$ cat config.mk
export PLATFORM = sky130hd
export DESIGN_NAME = pwb_commit_top
export DESIGN_NICKNAME = d
export VERILOG_FILES = /design/src/rtl/pwb_pkg.sv /design/src/rtl/pwb_addr_ctr.sv /design/src/rtl/pwb_page_buf.sv /design/src/rtl/pwb_cycle_timer.sv /design/src/rtl/pwb_array.sv /design/src/rtl/pwb_commit_top.sv
export SDC_FILE = /design/constraint.sdc
export NUM_CORES = 2
export LEC_CHECK = 0
export BUFFER_PORTS_ARGS = -buffer_cell sky130_fd_sc_hd__clkbuf_2
export CAP_MARGIN = 0
export CORE_MARGIN = 2
export CORE_UTILIZATION = 64
export CTS_BUF_LIST = sky130_fd_sc_hd__clkbuf_16
export CTS_CLUSTER_DIAMETER = 200
export DETAILED_ROUTE_END_ITERATION = 16
export PLACE_DENSITY = 0.8
export SYNTH_ARGS = -nofsm -noshare
export SYNTH_HDL_FRONTEND = slang
export SYNTH_HIERARCHICAL = 1
export SYNTH_SLANG_ARGS = --single-unit
$ cat constraint.sdc
create_clock -name clk -period 3.1 [get_ports clk]
set_input_delay 0 -clock clk [delete_from_list [all_inputs] [get_ports clk]]
set_output_delay 0 -clock clk [all_outputs]
set_load 0.02 [all_outputs]
$ cat src/rtl/pwb_pkg.sv
// Package: shared widths and the write-cycle phase type for the page buffer.
// Assumes a byte array whose word address splits into page and slot fields.
package pwb_pkg;
    localparam int ADDR_W  = 7;
    localparam int DATA_W  = 8;
    localparam int SLOT_W  = 2;

    typedef enum logic {
        PH_IDLE = 1'b0,
        PH_PROG = 1'b1
    } prog_phase_t;
endpackage

$ cat src/rtl/pwb_addr_ctr.sv
// Address counter: holds the page field and the slot index.
// On a load it takes both fields from the input. On an advance it steps
// only the slot index, which wraps within the page.
// Assumes load and advance are never asserted together; the top resolves priority.
module pwb_addr_ctr #(
    parameter int PAGE_W = 5,
    parameter int SLOT_W = 2
) (
    input  logic              clk,
    input  logic              rst_n,
    input  logic              load,
    input  logic [PAGE_W+SLOT_W-1:0] addr_in,
    input  logic              adv,
    output logic [PAGE_W-1:0] page,
    output logic [SLOT_W-1:0] slot
);
    // Load the page and slot fields, or step the slot index modulo the page size.
    always_ff @(posedge clk) begin
        if (!rst_n) begin
            page <= '0;
            slot <= '0;
        end else if (load) begin
            page <= addr_in[PAGE_W+SLOT_W-1:SLOT_W];
            slot <= addr_in[SLOT_W-1:0];
        end else if (adv) begin
            slot <= slot + 1'b1;
        end
    end
endmodule

$ cat src/rtl/pwb_page_buf.sv
// Staging buffer: one data register and one valid flag per slot of a page.
// Assumes clear and write are exclusive; clear wins if both are asserted.
module pwb_page_buf #(
    parameter int SLOT_W = 2,
    parameter int DATA_W = 8,
    localparam int SLOTS = 1 << SLOT_W
) (
    input  logic                    clk,
    input  logic                    rst_n,
    input  logic                    clear,
    input  logic                    wr_en,
    input  logic [SLOT_W-1:0]       wr_slot,
    input  logic [DATA_W-1:0]       wr_data,
    output logic [SLOTS*DATA_W-1:0] data_flat,
    output logic [SLOTS-1:0]        valid
);
    for (genvar s = 0; s < SLOTS; s++) begin : g_slot
        logic hit;
        assign hit = wr_en && (wr_slot == SLOT_W'(s));

        // Capture the byte aimed at this slot.
        always_ff @(posedge clk) begin
            if (!rst_n) begin
                data_flat[s*DATA_W +: DATA_W] <= '0;
            end else if (hit) begin
                data_flat[s*DATA_W +: DATA_W] <= wr_data;
            end
        end

        // Set the valid flag on a write and drop it on a clear.
        always_ff @(posedge clk) begin
            if (!rst_n) begin
                valid[s] <= 1'b0;
            end else if (clear) begin
                valid[s] <= 1'b0;
            end else if (hit) begin
                valid[s] <= 1'b1;
            end
        end
    end
endmodule

$ cat src/rtl/pwb_cycle_timer.sv
// Write-cycle timer. A go pulse starts a window of exactly WR_CYCLES cycles,
// and commit pulses in the last cycle of that window.
// Assumes WR_CYCLES >= 1 and that go is not asserted while busy.
module pwb_cycle_timer #(
    parameter int WR_CYCLES = 500000,
    localparam int CNT_W = (WR_CYCLES > 1) ? $clog2(WR_CYCLES) : 1
) (
    input  logic clk,
    input  logic rst_n,
    input  logic go,
    output logic busy,
    output logic commit
);
    import pwb_pkg::*;

    prog_phase_t      phase;
    logic [CNT_W-1:0] remain;

    assign busy   = (phase == PH_PROG);
    assign commit = busy && (remain == '0);

    // Enter the program phase on go, count down, and leave when the count is exhausted.
    always_ff @(posedge clk) begin
        if (!rst_n) begin
            phase  <= PH_IDLE;
            remain <= '0;
        end else if (phase == PH_IDLE) begin
            if (go) begin
                phase  <= PH_PROG;
                remain <= CNT_W'(WR_CYCLES - 1);
            end
        end else if (remain == '0) begin
            phase <= PH_IDLE;
        end else begin
            remain <= remain - 1'b1;
        end
    end
endmodule

$ cat src/rtl/pwb_array.sv
// Register-based byte array. It writes a masked set of slots within one page
// in a single cycle and has a combinational read port.
// Assumes the depth is a whole number of pages.
module pwb_array #(
    parameter int ADDR_W = 7,
    parameter int DATA_W = 8,
    parameter int SLOT_W = 2,
    localparam int DEPTH  = 1 << ADDR_W,
    localparam int SLOTS  = 1 << SLOT_W,
    localparam int PAGE_W = ADDR_W - SLOT_W
) (
    input  logic                    clk,
    input  logic                    rst_n,
    input  logic [SLOTS-1:0]        we_mask,
    input  logic [PAGE_W-1:0]       wr_page,
    input  logic [SLOTS*DATA_W-1:0] wr_flat,
    input  logic [ADDR_W-1:0]       rd_addr,
    output logic [DATA_W-1:0]       rd_data
);
    logic [DATA_W-1:0] mem [DEPTH];
    logic [DEPTH-1:0]  we_word;

    for (genvar w = 0; w < DEPTH; w++) begin : g_we
        localparam logic [ADDR_W-1:0] WA = ADDR_W'(w);
        assign we_word[w] = we_mask[WA[SLOT_W-1:0]] && (wr_page == WA[ADDR_W-1:SLOT_W]);
    end

    // Clear every word on reset, then update the words selected by the mask.
    always_ff @(posedge clk) begin
        for (int w = 0; w < DEPTH; w++) begin
            if (!rst_n) begin
                mem[w] <= '0;
            end else if (we_word[w]) begin
                mem[w] <= wr_flat[(w % SLOTS)*DATA_W +: DATA_W];
            end
        end
    end

    assign rd_data = mem[rd_addr];
endmodule

$ cat src/rtl/pwb_commit_top.sv
// Page write buffer top. It gates the engine's strobes while a write cycle runs,
// applies the start > load > byte > stop priority, stages bytes and commits
// them to the array when the timed window ends.
// Assumes the strobes are single-cycle pulses that are already synchronous to clk.
module pwb_commit_top #(
    parameter int ADDR_W    = pwb_pkg::ADDR_W,
    parameter int DATA_W    = pwb_pkg::DATA_W,
    parameter int SLOT_W    = pwb_pkg::SLOT_W,
    parameter int WR_CYCLES = 500000
) (
    input  logic              clk,
    input  logic              rst_n,
    input  logic              addr_load,
    input  logic [ADDR_W-1:0] addr_in,
    input  logic              byte_stb,
    input  logic [DATA_W-1:0] byte_in,
    input  logic              start_seen,
    input  logic              stop_seen,
    input  logic [ADDR_W-1:0] rd_addr,
    output logic [DATA_W-1:0] rd_data,
    output logic              busy
);
    localparam int SLOTS  = 1 << SLOT_W;
    localparam int PAGE_W = ADDR_W - SLOT_W;

    logic                    live;
    logic                    acc_start, acc_load, acc_byte, acc_stop;
    logic                    commit;
    logic                    buf_clear;
    logic [PAGE_W-1:0]       page;
    logic [SLOT_W-1:0]       slot;
    logic [SLOTS-1:0]        valid;
    logic [SLOTS*DATA_W-1:0] staged;
    logic [SLOTS-1:0]        we_mask;

    // Accept strobes only while idle, and act on at most one per cycle in priority order.
    always_comb begin
        live      = !busy;
        acc_start = live && start_seen;
        acc_load  = live && !start_seen && addr_load;
        acc_byte  = live && !start_seen && !addr_load && byte_stb;
        acc_stop  = live && !start_seen && !addr_load && !byte_stb && stop_seen && (|valid);
    end

    assign buf_clear = acc_start || acc_load || commit;
    assign we_mask   = commit ? valid : '0;

    pwb_addr_ctr #(.PAGE_W(PAGE_W), .SLOT_W(SLOT_W)) u_addr (
        .clk     (clk),
        .rst_n   (rst_n),
        .load    (acc_load),
        .addr_in (addr_in),
        .adv     (acc_byte),
        .page    (page),
        .slot    (slot)
    );

    pwb_page_buf #(.SLOT_W(SLOT_W), .DATA_W(DATA_W)) u_buf (
        .clk       (clk),
        .rst_n     (rst_n),
        .clear     (buf_clear),
        .wr_en     (acc_byte),
        .wr_slot   (slot),
        .wr_data   (byte_in),
        .data_flat (staged),
        .valid     (valid)
    );

    pwb_cycle_timer #(.WR_CYCLES(WR_CYCLES)) u_timer (
        .clk    (clk),
        .rst_n  (rst_n),
        .go     (acc_stop),
        .busy   (busy),
        .commit (commit)
    );

    pwb_array #(.ADDR_W(ADDR_W), .DATA_W(DATA_W), .SLOT_W(SLOT_W)) u_array (
        .clk     (clk),
        .rst_n   (rst_n),
        .we_mask (we_mask),
        .wr_page (page),
        .wr_flat (staged),
        .rd_addr (rd_addr),
        .rd_data (rd_data)
    );
endmodule

==> out/results.md <==
* **list of most frequent post-synthesis cells** 1033 x and2_1, 1024 x edfxtp_1, 339 x nand2_1
* **Post-route DRC** 0
* **number of routed nets with antenna violations** 0
* **distinct cell type count of the synthesized netlist** 55
* **Design Area, Final** 56190 um2
* **failing checks** setup timing
* **warnings from Yosys** 6
* **Mapped Nets** 3406
* **number of detailed-route iterations in the first pass** 7
* **data arrival at the endpoint of the critical path** 3.26 ns
* **combined area of the multi-input logic cells** 17330 um2
* **Total Nets Final** 3500
* **post-layout min period** 3.260 ns
* **Critical Path RT** 3.10 ns
* **fraction of power consumed by the clock network** 0.404
* **library cell with the highest instance count after synthesis** and2_1
* **CP Cell Sequence** mux4_2 > mux4_2 > mux4_2 > mux2_4 > buf_8
* **Port-buffer cells** 36
* **Net Switching** 6.878 mW
* **status** finished with violations
* **Crit Path Max Fanout** 1
* **Clock Tree Buf Depth** 3
* **number of buffers inserted by post-CTS setup repair** 0
* **max-slew violation total from the final report** 0
* **# rows** 102
* **crit path launch type** flop
* **number of synthesized flops with an enable pin** 1024
* **synth-to-layout area growth** 11.74%
* **fraction of the yosys area taken by sequential cells** 0.6365
* **Final Hold Fails** 0
* **unrepaired setup endpoints after global routing** true
* **Setup TNS** -1.013 ns
* **Worst IR Drop VDD** 0.5060 mV
* **area of the die** 80830 um2
* **Clock Sink Count** 1087
* **total half-perimeter wirelength after legalization and detailed placement** 93570 um
* **Cell Int Power** 24.67 mW
* **final wirelength** 146100 um
* **setup slack after placement** 0.1648 ns
* **Post-Place Cell Area** 52330 um2
* **number of placed I/O pins** 37
* **switching power as a share of total power** 0.2180
* **Starting DRT DRC Count** 5407
* **TritonCTS clock tree** done
* **leftover overflow at the end of global routing** 0
* **mean instance size in the synthesized netlist** 14.89 um2
* **proportion of register bits with asynchronous set or reset after synthesis** 0
* **overall power** 31.55 mW
* **die width** 284.3 um
* **Fmax achieved** 0.3067 GHz
* **Placer Congestion** 0.9458
* **combinational cell fraction of total power** 0.065
* **share of layout cells above drive strength 1** 0.2060
* **total of fill cells in the finished design** 4764
* **clk_skew** 0.02337 ns
* **Die Y-Extent** 284.3 um
* **cell area after technology mapping** 50290 um2
* **gate count after technology mapping** 3377
* **ranking of synthesized cells by area** edfxtp_1 61%, mux4_2 15%, and2_1 13%, nand2_1 2.5%, dfxtp_1 2.5%
* **Crit Path Class** reg2out
* **Initial Util** 0.6481
* **global-route usage over all layers** 0.3655
* **max-cap violations** 0
* **largest area contributor in the netlist** edfxtp_1
* **slowest cell on the critical path** mux4_2
* **root buf cell** clkbuf_16
* **via density per instance** 6.801
* **minimum setup slack in the final design** -0.1602 ns
* **H-tree lvl count** 3
* **Slew @ Worst Pin** 1.320 ns
* **type of the worst min-delay path** in2reg
* **vias in the first global route** 31234
* **delay of the slowest cell on the worst path** 0.60 ns
* **fraction of synthesized cell area taken by the top area cell type** 0.6115
* **final setup violation count** 8
* **area of the core** 77590 um2
* **post-synthesis register bit count** 1087
* **wire length of the first global-routing pass** 211100 um
* **relative slew slack** 0.1198
* **initial antenna violation count** 12
* **proportion of power drawn by flip-flops and latches** 0.531
* **pin count of the biggest net entering global routing** 74
* **utilization of the core after routing** 0.7242
* **dominant cell type by count on the critical path** mux4_2
* **average routed wire per standard cell** 31.75 um
* **clock buffer count from CTS** 106
* **final worst-path cycle share** 1.052
* **reported leakage power** 20.69 nW
* **clock slew at reported path FFs** 0.06 ns
* **commonest register cell after synthesis** edfxtp_1
* **Via Count** 31307
* **Critical Path End Type** output port
* **total area of sequential cells** 32040 um2
* **PD cells** 561.5 nW/um2
* **insertion delay of the later-clocked pin in the worst-skew pair** 0.67 ns
[registers in the layout (all words and copies together) (netlist names)]
signal	flops
u_buf/data_flat	32
u_timer/remain	19
u_array/mem	1024
u_buf/valid	4
u_addr/slot	2
u_timer/busy	1
u_addr/page	5
[power by group through the flow]
stage	Clock [mW]	Sequential, mW	Combinational, mW
2_1_floorplan	0	16.8	1.27
3_3_place_gp	0	17.0	1.87
3_5_place_dp	0	17.0	1.90
4_1_cts	12.8	16.7	1.98
5_1_grt	13.4	16.8	2.09
6_report	12.8	16.7	2.05
[worst max-delay path: cells and delay by family, from the launching register on]
family | cells | cell delay, ns
flip-flops | 1 | 0.38
multiplexers | 4 | 2.07
buffers and inverters | 1 | 0.14
[kinds of logic after synthesis]
kind of cell / Yosys count / share of synthesized area
buffers and inverters: 245 / 0.02008
xor gates and xnor gates: 10 / 0.001742
AOI/OAI and AO/OA: 32 / 0.004528
DFF: 1087 / 0.6365
and+or+nand+nor: 1621 / 0.1772
muxes: 381 / 0.1596
adders and majority gates: 1 / 0.0002488
[stage by stage]
stage                     std cells  hold WS (ns)
after floorplan                3377        0.1282
after global placement         4374        0.2654
after detailed placement       4374        0.2750
after CTS                      4599      0.005031
after global routing           4599       0.03897
final                          4603       0.02590
[per-layer routing]
| layer | part of all wire | track usage | vias to the layer above | routed length (um) |
|---|---|---|---|---|
| met4 | 0.050 | 0.1618 | 4 | 7278 |
| met2 | 0.46 | 0.5544 | 2810 | 66950 |
| li1 | - | - | 12488 | - |
| met1 | 0.34 | 0.5043 | 15541 | 49400 |
| met5 | 0.00021 | 0 | - | 31 |
| met3 | 0.15 | 0.09920 | 464 | 22480 |
[what timing repair did]
action                     CTS  global route
gates resized for setup     22            16
hold buffers                29             0
setup endpoints to repair    8           282
hold endpoints to repair    45             0
[cells in the final DEF (no fill, tap or decap), types with 10 or more instances in the layout]
cell type / Yosys / layout
a21oi_1: 11 / 11
and2_1: 1033 / 1030
buf_12: 0 / 22
buf_4: 11 / 138
bufinv_16: 0 / 10
clkbuf_16: 0 / 112
clkbuf_2: 0 / 23
clkinv_1: 0 / 22
clkinv_2: 0 / 16
dfxtp_1: 63 / 36
dfxtp_2: 0 / 27
dlygate4sd3_1: 0 / 29
edfxtp_1: 1024 / 1024
inv_1: 7 / 34
mux2i_1: 37 / 37
mux4_2: 336 / 336
nand2_1: 339 / 338
nor2_1: 168 / 165
nor3_1: 14 / 14
[final cells by class]
| type | instances | share of cell area |
|---|---|---|
| Clock inverter | 84 | 0.01138 |
| Clock buffer | 112 | 0.04988 |
| Sequential cell | 1087 | 0.5702 |
| Timing Repair Buffer | 224 | 0.03638 |
| Multi-Input combinational cell | 2045 | 0.3083 |
| Tap cell | 1040 | 0.02316 |
| Inverter | 7 | 0.0004676 |
| Antenna cell | 4 | 0.0001781 |
[final timing paths]
kind                            cells past startpoint                              from                                to  slack [ns]
worst min-delay path                                4                         stop_seen   u_timer/remain[15]$_SDFFE_PN0P_        0.03
worst max register to register                      8    u_timer/remain[3]$_SDFFE_PN0P_  u_array/mem[63][6]$_SDFFCE_PN0P_        0.15
worst max-delay path                                5  u_array/mem[47][1]$_SDFFCE_PN0P_                        rd_data[1]       -0.16
worst min register to register                      2  u_buf/data_flat[13]$_SDFFE_PN0P_  u_buf/data_flat[13]$_SDFFE_PN0P_        0.46
Power figures use the tool's default switching activity.
